**config.mk**
```make
export PLATFORM = sky130hd
export DESIGN_NAME = nand_ecc_gen
export DESIGN_NICKNAME = d
export VERILOG_FILES = /design/src/rtl/nand_ecc_pkg.sv /design/src/rtl/nand_ecc_ctrl.sv /design/src/rtl/nand_ecc_accum.sv /design/src/rtl/nand_ecc_readout.sv /design/src/rtl/nand_ecc_gen.sv
export SDC_FILE = /design/constraint.sdc
export NUM_CORES = 1
export LEC_CHECK = 0
export BUFFER_PORTS_ARGS = -buffer_cell sky130_fd_sc_hd__buf_4
export CORE_MARGIN = 2
export CORE_UTILIZATION = 62
export CTS_CLUSTER_SIZE = 30
export DETAILED_ROUTE_END_ITERATION = 8
export GPL_ROUTABILITY_DRIVEN = 0
export MAX_ROUTING_LAYER = met4
export PLACE_DENSITY = 0.85
export SLEW_MARGIN = 20
export SYNTH_ARGS = -nofsm -noshare
export SYNTH_HDL_FRONTEND = slang
export SYNTH_SLANG_ARGS = --single-unit
```
**constraint.sdc**
```tcl
create_clock -name clk -period 3.7 [get_ports clk]
set_clock_uncertainty 0.1 [all_clocks]
set_input_delay 1.11 -clock clk [delete_from_list [all_inputs] [get_ports clk]]
set_output_delay 1.11 -clock clk [all_outputs]
set_load 0.01 [all_outputs]
```
**src/rtl/nand_ecc_pkg.sv**
```systemverilog
package nand_ecc_pkg;

    localparam int unsigned ECC_HALF_BYTES = 256;
    localparam int unsigned ECC_IDX_W      = 8;
    localparam int unsigned ECC_CP_W       = 6;

    localparam logic [7:0] CMD_ECC_CLEAR  = 8'hF4;
    localparam logic [7:0] CMD_ECC_CALC   = 8'hB4;
    localparam logic [7:0] CMD_ECC_RESULT = 8'hD4;
    localparam logic [7:0] CMD_DATA       = 8'h94;

    typedef enum logic [2:0] {
        ST_PASS,
        ST_CLR_WAIT,
        ST_ARMED,
        ST_ACCUM,
        ST_RESULT
    } ecc_state_e;

    // Line-parity contribution of one byte at a given index within its half.
    function automatic logic [2*ECC_IDX_W-1:0] line_term(
        input logic [7:0]           b,
        input logic [ECC_IDX_W-1:0] idx
    );
        logic p;
        logic [2*ECC_IDX_W-1:0] t;
        p = ^b;
        for (int k = 0; k < ECC_IDX_W; k++) begin
            t[2*k+1] = p & idx[k];
            t[2*k]   = p & ~idx[k];
        end
        return t;
    endfunction

    // Column-parity contribution of one byte, CP5..CP0.
    function automatic logic [ECC_CP_W-1:0] col_term(input logic [7:0] b);
        logic [ECC_CP_W-1:0] c;
        c[0] = b[0] ^ b[2] ^ b[4] ^ b[6];
        c[1] = b[1] ^ b[3] ^ b[5] ^ b[7];
        c[2] = b[0] ^ b[1] ^ b[4] ^ b[5];
        c[3] = b[2] ^ b[3] ^ b[6] ^ b[7];
        c[4] = ^b[3:0];
        c[5] = ^b[7:4];
        return c;
    endfunction

endpackage

```
**src/rtl/nand_ecc_ctrl.sv**
```systemverilog
module nand_ecc_ctrl
    import nand_ecc_pkg::*;
#(
    parameter int unsigned SECTOR_BYTES = 512,
    parameter int unsigned CNT_W        = $clog2(SECTOR_BYTES + 1)
) (
    input  logic             clk,
    input  logic             rst_n,
    input  logic             mode_wr,
    input  logic [7:0]       mode_val,
    input  logic             xfer_valid,
    input  logic             rd_strobe,
    output ecc_state_e       state_q,
    output logic [CNT_W-1:0] byte_cnt,
    output logic [1:0]       rd_ptr,
    output logic             acc_clr,
    output logic             acc_en
);

    ecc_state_e state_d;
    logic       ptr_step;

    // State register
    always_ff @(posedge clk) begin
        if (!rst_n) state_q <= ST_PASS;
        else        state_q <= state_d;
    end

    // Next-state decode
    always_comb begin
        state_d = state_q;
        if (mode_wr) begin
            unique case (mode_val)
                CMD_ECC_CLEAR:  state_d = ST_CLR_WAIT;
                CMD_ECC_CALC:   if (state_q != ST_CLR_WAIT) state_d = ST_ACCUM;
                CMD_ECC_RESULT: state_d = ST_RESULT;
                CMD_DATA:       state_d = ST_PASS;
                default:        state_d = state_q;
            endcase
        end else if (state_q == ST_CLR_WAIT && rd_strobe) begin
            state_d = ST_ARMED;
        end
    end

    // Outputs per state
    always_comb begin
        acc_en   = 1'b0;
        ptr_step = 1'b0;
        acc_clr  = mode_wr && (mode_val == CMD_ECC_CLEAR);
        unique case (state_q)
            ST_ACCUM:  acc_en   = !mode_wr && xfer_valid && (byte_cnt < CNT_W'(SECTOR_BYTES));
            ST_RESULT: ptr_step = !mode_wr && rd_strobe;
            ST_PASS, ST_CLR_WAIT, ST_ARMED: ;
            default: ;
        endcase
    end

    always_ff @(posedge clk) begin
        if (!rst_n || acc_clr) byte_cnt <= '0;
        else if (acc_en)       byte_cnt <= byte_cnt + CNT_W'(2);
    end

    always_ff @(posedge clk) begin
        if (!rst_n)                                         rd_ptr <= 2'd0;
        else if (mode_wr && mode_val == CMD_ECC_RESULT)     rd_ptr <= 2'd0;
        else if (ptr_step)                                  rd_ptr <= (rd_ptr == 2'd2) ? 2'd0 : rd_ptr + 2'd1;
    end

endmodule

```
**src/rtl/nand_ecc_accum.sv**
```systemverilog
module nand_ecc_accum
    import nand_ecc_pkg::*;
#(
    parameter int unsigned HALVES = 2,
    parameter int unsigned IDX_W  = ECC_IDX_W,
    parameter int unsigned LP_W   = 2 * IDX_W,
    parameter int unsigned CP_W   = ECC_CP_W,
    parameter int unsigned HSEL_W = (HALVES > 1) ? $clog2(HALVES) : 1
) (
    input  logic                          clk,
    input  logic                          rst_n,
    input  logic                          clr,
    input  logic                          en,
    input  logic [HSEL_W-1:0]             half_sel,
    input  logic [IDX_W-1:0]              idx_even,
    input  logic [15:0]                   word,
    output logic [HALVES-1:0][LP_W-1:0]   lp_q,
    output logic [HALVES-1:0][CP_W-1:0]   cp_q
);

    logic [LP_W-1:0] lp_term;
    logic [CP_W-1:0] cp_term;

    always_comb begin
        lp_term = line_term(word[7:0], idx_even) ^ line_term(word[15:8], idx_even | IDX_W'(1));
        cp_term = col_term(word[7:0]) ^ col_term(word[15:8]);
    end

    for (genvar h = 0; h < HALVES; h++) begin : g_half
        logic [LP_W-1:0] lp_r;
        logic [CP_W-1:0] cp_r;
        always_ff @(posedge clk) begin
            if (!rst_n || clr) begin
                lp_r <= '0;
                cp_r <= '0;
            end else if (en && half_sel == HSEL_W'(h)) begin
                lp_r <= lp_r ^ lp_term;
                cp_r <= cp_r ^ cp_term;
            end
        end
        assign lp_q[h] = lp_r;
        assign cp_q[h] = cp_r;
    end

endmodule

```
**src/rtl/nand_ecc_readout.sv**
```systemverilog
module nand_ecc_readout
    import nand_ecc_pkg::*;
#(
    parameter int unsigned LP_W = 2 * ECC_IDX_W,
    parameter int unsigned CP_W = ECC_CP_W
) (
    input  logic                   active,
    input  logic [1:0]             ptr,
    input  logic [1:0][LP_W-1:0]   lp,
    input  logic [1:0][CP_W-1:0]   cp,
    output logic [15:0]            rd_data
);

    logic [1:0][7:0] lp_lo, lp_hi, cp_b;

    always_comb begin
        for (int h = 0; h < 2; h++) begin
            lp_lo[h] = ~lp[h][7:0];
            lp_hi[h] = ~lp[h][15:8];
            cp_b[h]  = {~cp[h], 2'b11};
        end
        rd_data = 16'h0000;
        if (active) begin
            unique case (ptr)
                2'd0:    rd_data = {lp_lo[0], lp_hi[0]};
                2'd1:    rd_data = {lp_lo[1], cp_b[0]};
                2'd2:    rd_data = {cp_b[1],  lp_hi[1]};
                default: rd_data = 16'h0000;
            endcase
        end
    end

endmodule

```
**src/rtl/nand_ecc_gen.sv**
```systemverilog
module nand_ecc_gen
    import nand_ecc_pkg::*;
#(
    parameter int unsigned HALF_BYTES = ECC_HALF_BYTES,
    parameter int unsigned HALVES     = 2
) (
    input  logic        clk,
    input  logic        rst_n,
    input  logic        mode_wr,
    input  logic [7:0]  mode_val,
    input  logic        xfer_valid,
    input  logic [15:0] xfer_word,
    input  logic        rd_strobe,
    output logic [15:0] rd_data
);

    localparam int unsigned SECTOR_BYTES = HALF_BYTES * HALVES;
    localparam int unsigned IDX_W        = $clog2(HALF_BYTES);
    localparam int unsigned HSEL_W       = (HALVES > 1) ? $clog2(HALVES) : 1;
    localparam int unsigned CNT_W        = $clog2(SECTOR_BYTES + 1);
    localparam int unsigned LP_W         = 2 * IDX_W;

    ecc_state_e                  state_q;
    logic [CNT_W-1:0]            byte_cnt;
    logic [1:0]                  rd_ptr;
    logic                        acc_clr, acc_en;
    logic [HALVES-1:0][LP_W-1:0] lp_q;
    logic [HALVES-1:0][ECC_CP_W-1:0] cp_q;

    nand_ecc_ctrl #(.SECTOR_BYTES(SECTOR_BYTES), .CNT_W(CNT_W)) u_ctrl (
        .clk(clk), .rst_n(rst_n), .mode_wr(mode_wr), .mode_val(mode_val),
        .xfer_valid(xfer_valid), .rd_strobe(rd_strobe), .state_q(state_q),
        .byte_cnt(byte_cnt), .rd_ptr(rd_ptr), .acc_clr(acc_clr), .acc_en(acc_en)
    );

    nand_ecc_accum #(.HALVES(HALVES), .IDX_W(IDX_W), .LP_W(LP_W),
                     .CP_W(ECC_CP_W), .HSEL_W(HSEL_W)) u_accum (
        .clk(clk), .rst_n(rst_n), .clr(acc_clr), .en(acc_en),
        .half_sel(byte_cnt[IDX_W +: HSEL_W]), .idx_even(byte_cnt[IDX_W-1:0]),
        .word(xfer_word), .lp_q(lp_q), .cp_q(cp_q)
    );

    nand_ecc_readout #(.LP_W(LP_W), .CP_W(ECC_CP_W)) u_readout (
        .active(state_q == ST_RESULT), .ptr(rd_ptr),
        .lp(lp_q[1:0]), .cp(cp_q[1:0]), .rd_data(rd_data)
    );

endmodule

```
==> results_dict.tcl <==
set metrics [dict create \
    status "completed" \
    avgViaCountPerCell 5.81 \
    layoutNonFillerInstCount 509 \
    initial_core_util_pct 63.4 \
    ctsHoldBuffers 0 \
    hpwl_mm 5.28 \
    min-delay-start "u_ctrl.byte_cnt[9]" \
    synth_fp_nets 433 \
    maxCapViolCount 0 \
    grt_pass1_wl_mm 12.6 \
    relSlewSlack_pct 56.4 \
    layout.nets 464 \
    antenna_cells 0 \
    tightest_slew_ns 0.650 \
    drtAntennaViolNets 0 \
    synth.most_common_cell "dfxtp_1" \
    drive_above_1_share_pct 16.4 \
    synth_common_cells "58 x dfxtp_1, 52 x nor2_1, 45 x a21oi_1, 39 x nand2_1, 30 x xnor2_1" \
    endpoint_kind "output pin" \
    coreArea_sq_mm 0.00507 \
    p_total_mw 1.51 \
    post_cts_resized 0 \
    ys_ff_latch 58 \
    cts_max_level 3 \
    grt_start_max_net_pins 53 \
    yosysTopAreaCell "dfxtp_1" \
    arrival_ns 2.10 \
    cts_setup_buffers 0 \
    clock.fmax_ghz 0.302 \
    clockPowerShare_pct 35.7 \
    tritoncts "yes" \
    combPwrFrac_pct 22.9 \
    die_width_um 76.1 \
    first_pass_iters 5 \
    drt_iter0_markers 298 \
    grt-ovfl-total 0 \
    path_clk_slew_ns 0.06 \
    switching_share_pct 30.8 \
    fin_area_sq_mm 0.00379 \
    synthArstFlopShare_pct 0 \
    cts_buffer_depth 2 \
    powerDensity_mw_per_mm2 399 \
    finalCriticalPeriod_ns 3.31 \
    antenna_found_initial 0 \
    fillCellCount 393 \
    synth_ff_type "dfxtp_1" \
    die_y_um 76.1 \
    tns_ns 0 \
    finalHoldViolCount 0 \
    clock_latency_ns 0.34 \
    yosys_warnings 0 \
    num_io_pins 45 \
    synth_top_area_share_pct 36.1 \
    rsz0062_at_grt "false" \
    synth_area_per_cell_sq_um 7.99 \
    holdWs_ns 0.359 \
    seq_area_sq_mm 0.00116 \
    num_vias 2957 \
    wl_mm 7.40 \
    netlist-cell-type-count 33 \
    p_switching_mw 0.466 \
    multi_input_area_sq_mm 0.00196 \
    regToRegSetupSlack_ns 1.57 \
    fin_crit_sh_pct 89.4 \
    grt_pass1_vias 2695 \
    post_drt_wl_per_cell_um 14.5 \
    setup_viol 0 \
    drc 0 \
    rows 26 \
    syn_to_final_growth_pct 17.8 \
    worst_ep_required_time_ns 2.49 \
    regToRegEndpoint "u_accum.g_half[1].lp_r[13]" \
    synth_edf_count 0 \
    critPathKind "reg2out" \
    cts-root-buf "clkbuf_8" \
    hold_class "reg2reg" \
    irDropWorstVdd_uv 287 \
    netlist_area_sq_mm 0.00322 \
    portBuffers 44 \
    grt_use_total_pct 27.8 \
    rr_worst_depth 7 \
    place_inst 493 \
    drv_slew 0 \
    power.internal_mw 1.05 \
    critPathMaxFanout 16 \
    dpl_cell_area_sq_mm 0.00361 \
    die_area_sq_mm 0.00579 \
    synthCells 403 \
    worstReg2RegStart "u_ctrl.state_q[2]" \
    pwr-share-seq_pct 41.3 \
    startpoint "u_ctrl.state_q[2]" \
    p_leak_nw 1.36 \
    worstSetupEndpoint "rd_data[0]" \
    synth_seq_area_share_pct 36.1 \
    synthTopCellsByArea "dfxtp_1 36%, xnor2_1 8.2%, xor2_1 7.6%" \
    cts_sinks 58 \
    start_kind "register" \
    cts_made_buffers 9 \
]
==> worst max-delay path, cell delays in order (launching register included) <==
cell	delay, ns
dfxtp_1	0.38
nor3b_1	0.29
nand2_1	0.42
a221oi_1	0.47
buf_4	0.20
==> metrics by stage <==
| stage | utilization (%) | worst slack [ns] |
|---|---|---|
| after floorplan | - | 0.848 |
| after global placement | 71.1 | 0.726 |
| after detailed placement | 71.1 | 0.657 |
| after CTS | 74.7 | 0.382 |
| after global routing | 74.7 | 0.256 |
| final | 74.7 | 0.394 |
==> cell usage in the layout, fill, tap and decap left out, types with 2 or more instances in the layout <==
cell,count
clkbuf_1,2
xnor2_1,29
clkbuf_8,12
o31ai_1,14
nand4_1,5
xor2_1,28
a21oi_1,45
nand4b_1,7
buf_4,50
or3_1,9
xnor2_2,3
nand2_1,39
dfxtp_1,58
a211oi_1,11
o22a_1,2
nor2_1,52
mux2_2,2
o21a_1,2
nor3b_1,4
or4_1,15
nand2b_1,4
o21ai_1,14
nor2b_1,14
clkinv_2,2
a221oi_1,4
==> layout make-up <==
class                   instances  area share (%)
flip-flops and latches         58            30.6
inverters                       1          0.0990
multi-input cells             313            51.7
clock inverters                 2           0.264
repair buffers                 51            10.4
clock buffers                  14            4.55
well taps                      70            2.31
==> routing by layer <==
| metal | vias to the layer above | global-route usage [%] | wire (um) |
|---|---|---|---|
| met5 | - | - | 0 |
| met4 | 0 | 12.2 | 135 |
| met3 | 12 | 4.86 | 418 |
| met2 | 84 | 44.3 | 3650 |
| met1 | 1399 | 34.9 | 3200 |
| li1 | 1462 | - | - |
==> worst min-delay path by stage <==
stage | slack [ns] | end | depth (start not counted)
3_3_place_gp | 0.35 | u_ctrl.byte_cnt[9] | 1
2_1_floorplan | 0.33 | u_ctrl.byte_cnt[9] | 1
6_report | 0.36 | u_ctrl.byte_cnt[9] | 1
4_1_cts | 0.37 | u_ctrl.byte_cnt[9] | 1
5_1_grt | 0.39 | u_accum.g_half[0].lp_r[10] | 2
3_5_place_dp | 0.35 | u_ctrl.byte_cnt[9] | 1
==> registers in the layout (all words and copies together), names as in the netlist <==
name / flops
u_ctrl.rd_ptr: 2
u_accum.g_half.lp_r: 32
u_accum.g_half.cp_r: 12
u_ctrl.state_q: 3
u_ctrl.byte_cnt: 9
==> power groups by stage <==
stage / registers, mW / clock network (mW) / logic, mW
CTS: 0.625 / 0.548 / 0.343
detailed placement: 0.639 / 0 / 0.342
global route: 0.624 / 0.577 / 0.372
floorplan: 0.639 / 0 / 0.234
finish: 0.625 / 0.540 / 0.346
global placement: 0.639 / 0 / 0.336
==> logic make-up (layout without fill, tap and decap cells) <==
group                    Yosys count  count (layout)  synth area share [%]
multiplexers                       3               3                  1.01
AND/OR/NAND/NOR                  154             154                  24.2
XOR/XNOR                          60              60                  16.8
buffers and inverters             32              68                  3.77
adder cells (fa/ha/maj)            1               1                 0.389
flip-flops                        58              58                  36.1
AO/OA/AOI/OAI                     95              95                  17.8
No activity file was read; power rests on OpenSTA's default activity.
